### config.mk
export PLATFORM = sky130hd
export DESIGN_NAME = uart_rx_flags
export DESIGN_NICKNAME = d
export VERILOG_FILES = /design/src/rtl/uart_rx_flags.sv
export SDC_FILE = /design/constraint.sdc
export NUM_CORES = 1
export LEC_CHECK = 0
export ABC_AREA = 0
export BUFFER_PORTS_ARGS = -buffer_cell sky130_fd_sc_hd__buf_2
export CAP_MARGIN = 20
export CORE_MARGIN = 8
export CORE_UTILIZATION = 51
export DETAILED_ROUTE_END_ITERATION = 8
export GPL_ROUTABILITY_DRIVEN = 0
export PLACE_DENSITY_LB_ADDON = 0.1
export SLEW_MARGIN = 20
export SYNTH_ARGS = -nofsm -noshare
export SYNTH_HDL_FRONTEND = slang
export SYNTH_SLANG_ARGS = --single-unit
### constraint.sdc
create_clock -name clk -period 1.8 [get_ports clk]
set_clock_uncertainty 0.2 [all_clocks]
set_input_delay 0.18 -clock clk [delete_from_list [all_inputs] [get_ports clk]]
set_output_delay 0.18 -clock clk [all_outputs]
set_load 0.05 [all_outputs]
### src/rtl/uart_rx_flags.sv
module uart_rx_flags #(
  parameter int OVS = 16
) (
  input  logic       clk,
  input  logic       rst_n,
  input  logic       tick,
  input  logic       rx_en,
  input  logic       rxd,
  input  logic       len8,
  input  logic       msb_first,
  input  logic       par_en,
  input  logic       par_odd,
  input  logic       rd_stb,
  input  logic       clr_err,
  input  logic       irq_en,
  output logic [7:0] rdata,
  output logic       full,
  output logic       perr,
  output logic       oerr,
  output logic       ferr,
  output logic       irq
);
  localparam int CW = $clog2(OVS);
  localparam logic [CW-1:0] MID  = CW'(OVS/2 - 1);
  localparam logic [CW-1:0] LAST = CW'(OVS - 1);

  typedef enum logic [2:0] {IDLE, START, DATA, PAR, STOP} st_t;
  st_t st;
  logic [CW-1:0] cnt;
  logic [2:0] idx;
  logic [7:0] shreg;
  logic pacc, pbad;

  wire [2:0] last_idx = len8 ? 3'd7 : 3'd6;
  wire [2:0] pos      = msb_first ? last_idx - idx : idx;
  wire       samp     = rx_en & tick & (cnt == LAST);
  wire       done     = samp & (st == STOP);
  wire       load     = done & ~full;

  always_ff @(posedge clk or negedge rst_n) begin
    if (!rst_n) begin
      st <= IDLE; cnt <= '0; idx <= '0; shreg <= '0; pacc <= 1'b0; pbad <= 1'b0;
    end else if (!rx_en) begin
      st <= IDLE;
    end else if (tick) begin
      case (st)
        IDLE: if (!rxd) begin st <= START; cnt <= '0; end
        START: begin
          if (cnt == MID) begin
            cnt <= '0; idx <= '0; shreg <= '0; pacc <= 1'b0; pbad <= 1'b0;
            st <= rxd ? IDLE : DATA;
          end else cnt <= cnt + 1'b1;
        end
        DATA: begin
          cnt <= cnt + 1'b1;
          if (cnt == LAST) begin
            shreg[pos] <= rxd;
            pacc <= pacc ^ rxd;
            idx <= idx + 3'd1;
            if (idx == last_idx) st <= par_en ? PAR : STOP;
          end
        end
        PAR: begin
          cnt <= cnt + 1'b1;
          if (cnt == LAST) begin pbad <= pacc ^ rxd ^ par_odd; st <= STOP; end
        end
        STOP: begin
          cnt <= cnt + 1'b1;
          if (cnt == LAST) st <= IDLE;
        end
        default: st <= IDLE;
      endcase
    end
  end

  always_ff @(posedge clk or negedge rst_n) begin
    if (!rst_n) begin
      rdata <= '0; full <= 1'b0; perr <= 1'b0; oerr <= 1'b0; ferr <= 1'b0;
    end else begin
      if (load) begin rdata <= shreg; full <= 1'b1; end
      else if (rd_stb) full <= 1'b0;
      if (clr_err) begin perr <= 1'b0; oerr <= 1'b0; ferr <= 1'b0; end
      if (done) begin
        if (full) oerr <= 1'b1;
        if (pbad & par_en) perr <= 1'b1;
        if (!rxd) ferr <= 1'b1;
      end
    end
  end

  assign irq = irq_en & (full | perr | oerr | ferr);
endmodule

==> results of run 1 <==
==> report_power, final <==
part           internal, W  leakage, nW  total, W  switching [W]
logic             0.000134        0.800  0.000277       0.000143
clock network     0.000290       0.0412  0.000563       0.000274
registers         0.000734        0.425  0.000751      0.0000167
==> worst register-to-register path: stages (launching register included) <==
cell and delay [ns]:
dfrtp_1 0.37, ha_2 0.20, nand4_1 0.18, nor2_2 0.21, nand3_4 0.14, nor2_4 0.22
mux2_2 0.37
==> logic make-up after synthesis <==
group | count (synthesis) | synth area share
multiplexers | 9 | 0.05641
buffers and inverters | 17 | 0.04735
AND/OR/NAND/NOR | 65 | 0.2006
AO/OA/AOI/OAI | 54 | 0.1957
XOR/XNOR | 4 | 0.01950
flip-flops | 32 | 0.4457
adder cells (fa/ha/maj) | 5 | 0.03482
==> path summary, 6_finish.rpt <==
check	from	endpoint	slack, ns	depth (start not counted)
worst min-delay path	tick	cnt[3]	0.05	4
worst max register to register	cnt[0]	rdata[4]	-0.21	6
worst min register to register	shreg[4]	shreg[4]	0.31	2
max in group asynchronous	rst_n	st[2]	0.64	2
min in group asynchronous	rst_n	idx[2]	0.22	2
worst max-delay path	cnt[0]	rdata[4]	-0.21	6
==> sequential cells by signal, indices dropped and copies added (netlist names) <==
| register | count |
|---|---|
| st | 3 |
| pacc | 1 |
| oerr | 1 |
| pbad | 1 |
| perr | 1 |
| cnt | 4 |
| ferr | 1 |
| full | 1 |
| idx | 3 |
| shreg | 8 |
| rdata | 8 |
==> final cells by class <==
class,instances,area [µm²]
fill,192,600.6
inverter,11,41.29
timing repair buffer,73,544.3
clock inverter,3,42.54
clock buffer,5,37.54
tap,46,57.56
sequential,32,805.8
multi-input combinational,139,1234
==> cell usage after synthesis (2+ instances only) <==
library cell   n  area share
dfrtp_1       32        0.45
nand2_1       24       0.050
o21ai_0       22       0.061
nor2_1        12       0.025
inv_1         11       0.023
a21oi_1       10       0.028
mux2_2         9       0.056
nand3_1        8       0.022
ha_1           5       0.035
nand2b_1       5       0.017
o32ai_1        4       0.019
nor3b_1        3       0.013
o22ai_1        3       0.010
xnor2_1        3       0.015
buf_6          2       0.013
==> metrics by stage <==
| step | TNS, ns | setup slack (ns) | utilization |
|---|---|---|---|
| finish | -2.082 | -0.2057 | 0.8214 |
| global route | -3.657 | -0.2537 | 0.8214 |
| CTS | -1.493 | -0.1455 | 0.7422 |
| detailed placement | -2.351 | -0.1495 | 0.6429 |
| global placement | -0.9257 | -0.06661 | 0.6429 |
| floorplan | -0.3479 | -0.03855 | - |
==> what timing repair did <==
item | CTS | global route
resized for setup | 33 | 56
setup endpoints to repair | 24 | 32
cloned | 1 | 1
hold buffers | 6 | 0
setup buffers | 6 | 9
pin swaps | 22 | 21
hold endpoints to repair | 39 | 0
==> layer usage <==
layer,GRT usage,vias to the layer above,share of wire
li1,-,824,-
met3,0.04474,8,0.053
met5,0,-,0
met1,0.2094,857,0.42
met4,0.05757,0,0.014
met2,0.3049,48,0.51
==> load_flow_metrics.sql, run 1 <==
INSERT INTO impl_metrics (metric_group, metric, value, unit) VALUES
('placement', 'placed_cell_area', '2162', 'µm²'),
('global_routing', 'largest_net_degree_at_the_start_of_global_routing', '33', ''),
('die', 'floorplan.die.height', '75.36', 'µm'),
('synth', 'synth_cells', '186', ''),
('setup_path', 'critPathMaxFanout', '5', ''),
('sta', 'fmaxAchievable', '498.6', 'MHz'),
('synth', 'synth_cell_types', '48', ''),
('placement', 'placed_cells_incl_taps', '279', ''),
('clock_network', 'clk_transition_reported_paths', '0.11', 'ns'),
('routing', 'dr_total_vias', '1737', ''),
('min_path', 'worstHoldPathType', 'input pin to register', ''),
('synth', 'synthesized_nets', '203', ''),
('die', 'num_ports', '25', ''),
('global_routing', 'antenna_found_initial', '0', ''),
('synth', 'synthArstFlopShare', '1.000', ''),
('die', 'core_area', '3363', 'µm²'),
('layout', 'fin_cells', '309', ''),
('sta', 'timing.final.crit_share', '1.114', ''),
('clock_network', 'numClockSinks', '32', ''),
('synth', 'synth_enable_flop_cells', '0', ''),
('global_routing', 'grt_first_pass_wirelength', '7672', 'µm'),
('global_routing', 'grt.total_usage', '0.1770', ''),
('outcome', 'run_status', 'finished, violations left', ''),
('sta', 'timing.slew.headroom', '0.5107', ''),
('synth', 'synth_area', '1797', 'µm²'),
('placement', 'detailedPlacementHpwl', '3167', 'µm'),
('clock_network', 'root_buffer', 'clkbuf_4', ''),
('setup_path', 'crit_slowest_cell', 'dfrtp_1', ''),
('routing', 'first_pass_iters', '4', ''),
('routing', 'drt_iter0_drc', '93', ''),
('layout', 'commonest_cells_after_routing_fill_and_taps_aside', 'buf_4, dfrtp_1, buf_2', ''),
('power', 'p_leak', '1.266', 'nW'),
('sta', 'hold_slack', '0.05122', 'ns'),
('routing', 'ant_nets', '0', ''),
('setup_path', 'cp_num_buf_inv', '0', ''),
('synth', 'synth_flop_cell', 'dfrtp_1', ''),
('die', 'die_x', '75.36', 'µm'),
('routing', 'wl_per_cell', '17.27', 'µm'),
('clock_network', 'tritoncts', 'done', ''),
('global_routing', 'grt_overflow', '0', ''),
('die', 'die_outline_area', '5678', 'µm²'),
('layout', 'layout.nets', '279', ''),
('sta', 'finalHoldViolations', '0', ''),
('setup_path', 'critical_path_launch_point_type', 'register', ''),
('setup_path', 'timing.critical_path.to_type', 'register', ''),
('clock_network', 'clk-insertion-delay-late', '0.35', 'ns'),
('synth', 'synthesis.yosys.warnings', '0', ''),
('die', 'starting_density_of_the_core', '0.5342', ''),
('clock_network', 'cts_made_buffers', '5', ''),
('layout', 'finalInstanceArea', '2763', 'µm²'),
('setup_path', 'worst_ep_arrival_time', '2.03', 'ns'),
('layout', 'areaGrowthSynthToFinish', '53.76', '%'),
('run', 'cap_viol_max_count', '0', ''),
('setup_path', 'timing.critical_path.cells', 'ha_2, nand4_1, nor2_2, nand3_4, nor2_4, mux2_2', ''),
('synth', 'ys_seq_elements', '32', ''),
('layout', 'final_common_cell', 'buf_4', ''),
('power', 'power_density', '575.8', 'nW/µm²'),
('routing', 'routed_wl', '5337', 'µm'),
('sta', 'slew_viol_final', '0', ''),
('setup_path', 'critPathRequiredTime', '1.83', 'ns'),
('synth', 'avgSynthCellArea', '9.660', 'µm²'),
('setup_path', 'path_delay_family', 'simple AND/OR/NAND/NOR gates', ''),
('power', 'ir_worst_vdd', '0.4840', 'mV'),
('setup_path', 'crit_type', 'register to register', ''),
('power', 'power', '0.001591', 'W'),
('sta', 'final_period_demand_of_the_worst_path', '2.006', 'ns'),
('clock_network', 'cts_buffer_depth', '2', ''),
('outcome', 'violations', 'negative setup slack', ''),
('routing', 'detail_route.drc_violations', '0', ''),
('synth', 'ys_seq_area_frac', '0.4457', ''),
('layout', 'antenna_cells_inserted', '0', ''),
('sta', 'rsz0062_at_grt', 'yes', ''),
('placement', 'port-buffer-count', '24', ''),
('sta', 'worst_slew_pin_slew', '0.7340', 'ns'),
('die', 'rows', '21', ''),
('sta', 'setup_slack', '-0.2057', 'ns'),
('clock_network', 'h-tree-depth', '2', ''),
('layout', 'drive_above_1_share', '0.5475', ''),
('sta', 'report.final.setup_viol', '21', ''),
('setup_path', 'critical_path.max_stage_delay', '0.37', 'ns'),
('routing', 'post_drt_via_cell_ratio', '5.621', ''),
('global_routing', 'first_global_vias', '1672', '');
(Power assumes the default switching activity.)
==> run 2: changes to the inputs <==
Settings changed: CORE_UTILIZATION 51 to 61.
Clock period 1.8 ns to 2.33 ns, I/O delays scaled along.
==> load_flow_metrics.sql, run 2 (same netlist as run 1, synthesis figures left out) <==
INSERT INTO impl_metrics (metric_group, metric, value, unit) VALUES
('power', 'clock_power_share', '0.384', ''),
('global_routing', 'grt_overflow', '0', ''),
('clock_network', 'clk_transition_reported_paths', '0.11', 'ns'),
('die', 'starting_density_of_the_core', '0.6460', ''),
('layout', 'final_common_cell', 'dfrtp_1', ''),
('power', 'sw_frac', '0.2616', ''),
('layout', 'top_regs', 'rdata (8), shreg (8), cnt (4)', ''),
('die', 'rows', '19', ''),
('routing', 'wl_per_cell', '15.70', 'µm'),
('clock_network', 'clk-insertion-delay-late', '0.35', 'ns'),
('sta', 'report.final.setup_viol', '0', ''),
('setup_path', 'critPathRequiredTime', '2.37', 'ns'),
('setup_path', 'timing.critical_path.to_type', 'register', ''),
('die', 'die_outline_area', '4938', 'µm²'),
('routing', 'drt_iter0_drc', '66', ''),
('clock_network', 'numClockSinks', '32', ''),
('layout', 'drive_above_1_share', '0.2396', ''),
('setup_path', 'crit_type', 'register to register', ''),
('routing', 'detail_route.drc_violations', '0', ''),
('global_routing', 'first_global_vias', '1481', ''),
('routing', 'dr_total_vias', '1450', ''),
('layout', 'antenna_cells_inserted', '0', ''),
('global_routing', 'grt.total_usage', '0.1658', ''),
('sta', 'slew_viol_final', '0', ''),
('run', 'cap_viol_max_count', '0', ''),
('power', 'combinationalPowerShare', '0.099', ''),
('routing', 'routed_wl', '3894', 'µm'),
('setup_path', 'timing.critical_path.cells', 'ha_1, nand4_1, nor2_1, nand3_2, nor2_4, mux2_2', ''),
('placement', 'detailedPlacementHpwl', '2746', 'µm'),
('die', 'die_x', '70.27', 'µm'),
('die', 'core_area', '2781', 'µm²'),
('setup_path', 'critical_path.max_stage_delay', '0.40', 'ns'),
('power', 'switching_power', '0.0002962', 'W'),
('sta', 'final_period_demand_of_the_worst_path', '2.095', 'ns'),
('die', 'num_ports', '25', ''),
('clock_network', 'h-tree-depth', '2', ''),
('min_path', 'worstHoldPathType', 'input pin to register', ''),
('layout', 'layout.nets', '233', ''),
('global_routing', 'grt_first_pass_wirelength', '6810', 'µm'),
('global_routing', 'largest_net_degree_at_the_start_of_global_routing', '33', ''),
('sta', 'rsz0062_at_grt', 'no', ''),
('global_routing', 'antenna_found_initial', '0', ''),
('power', 'power_density', '555.1', 'nW/µm²'),
('routing', 'ant_nets', '0', ''),
('layout', 'commonest_cells_after_routing_fill_and_taps_aside', 'dfrtp_1, nand2_1, buf_2', ''),
('sta', 'worst_slew_pin_slew', '0.7010', 'ns'),
('setup_path', 'worst_ep_arrival_time', '2.13', 'ns'),
('die', 'floorplan.die.height', '70.27', 'µm'),
('outcome', 'run_status', 'finished, final reports clean', ''),
('setup_path', 'path_delay_family', 'simple AND/OR/NAND/NOR gates', ''),
('setup_path', 'crit_slowest_cell', 'dfrtp_1', ''),
('setup_path', 'cp_num_buf_inv', '0', ''),
('power', 'pwr-share-seq', '0.517', ''),
('sta', 'final.setup.tns', '0', 'ns'),
('placement', 'port-buffer-count', '24', ''),
('clock_network', 'tritoncts', 'done', ''),
('power', 'power', '0.001132', 'W'),
('sta', 'timing.slew.headroom', '0.5327', ''),
('power', 'ir_worst_vdd', '0.5081', 'mV'),
('clock_network', 'root_buffer', 'clkbuf_4', ''),
('clock_network', 'cts_buffer_depth', '2', ''),
('routing', 'post_drt_via_cell_ratio', '5.847', ''),
('power', 'internal', '0.0008360', 'W'),
('sta', 'finalHoldViolations', '0', ''),
('layout', 'fill_cells', '202', ''),
('sta', 'fmaxAchievable', '477.3', 'MHz'),
('sta', 'timing.final.crit_share', '0.8992', ''),
('setup_path', 'critPathMaxFanout', '9', ''),
('clock_network', 'cts_made_buffers', '5', ''),
('setup_path', 'critical_path_launch_point_type', 'register', ''),
('routing', 'first_pass_iters', '4', ''),
('power', 'p_leak', '0.9909', 'nW'),
('layout', 'areaGrowthSynthToFinish', '13.51', '%'),
('sta', 'hold_slack', '0.02141', 'ns');
[run 2: cell count changes in the layout (fill, tap and decap cells not counted), moves of 5 or more]
cell / before / now
mux2_2: 4 / 9
o21ai_1: 9 / 1
o21ai_2: 10 / 0
mux2_4: 5 / 0
buf_6: 8 / 0
a21oi_2: 7 / 0
buf_4: 34 / 1
o21ai_0: 4 / 22
a21oi_1: 3 / 10
[run 2: routing by layer]
metal | global-route usage | routed length [µm] | up-vias
li1 | - | - | 727
met1 | 0.1945 | 1805 | 689
met2 | 0.2787 | 1838 | 28
met3 | 0.05932 | 207 | 6
met4 | 0.04241 | 43 | 0
met5 | 0 | 0 | -
[run 2: metrics by stage]
stage,utilization,instance area [µm²],setup slack [ns],instances
finish,0.7332,2039,0.2349,248
global route,0.7332,2039,0.06844,248
CTS,0.7332,2039,0.2313,248
detailed placement,0.6901,1919,0.2603,236
global placement,0.6901,1919,0.3500,236
floorplan,-,1797,0.4650,186
[run 2: final timing paths]
| path | from | to | slack (ns) | cells after the start |
|---|---|---|---|---|
| setup / recovery | cnt[1] | rdata[4] | 0.23 | 6 |
| hold / removal | rxd | ferr | 0.02 | 2 |
| setup reg to reg | cnt[1] | rdata[4] | 0.23 | 6 |
| hold reg to reg | rdata[7] | rdata[7] | 0.31 | 1 |
| max in group asynchronous | rst_n | full | 1.22 | 2 |
| min in group asynchronous | rst_n | shreg[7] | 0.26 | 2 |
[run 2: area by class of cell]
type | count | area, µm² | area share
clock inverter | 3 | 42.54 | 0.02086
inverter | 11 | 41.29 | 0.02025
multi-input combinational | 137 | 910.9 | 0.4466
tap | 31 | 38.79 | 0.01902
clock buffer | 5 | 37.54 | 0.01840
timing repair buffer | 29 | 167.7 | 0.08221
sequential | 32 | 800.8 | 0.3926
[run 2: power groups by stage]
stage                     sequential [W]  combinational (W)  clock (W)
after floorplan                 0.000586          0.0000823          0
after global placement          0.000595           0.000100          0
after detailed placement        0.000596           0.000107          0
after CTS                       0.000585           0.000112   0.000434
after global routing            0.000587           0.000127   0.000458
final                           0.000586           0.000112   0.000434
[run 2: worst reg2reg max path, stage by stage (launching register included)]
cell and delay [ns]:
dfrtp_1 0.40, ha_1 0.25, nand4_1 0.18, nor2_1 0.16, nand3_2 0.16, nor2_4 0.28, mux2_2 0.38
[run 2: repair_timing]
| action | CTS | global route |
|---|---|---|
| resized for setup | 0 | 0 |
| endpoints found under the hold margin | 37 | 0 |
| buffers inserted | 0 | 0 |
| hold buffers | 4 | 0 |
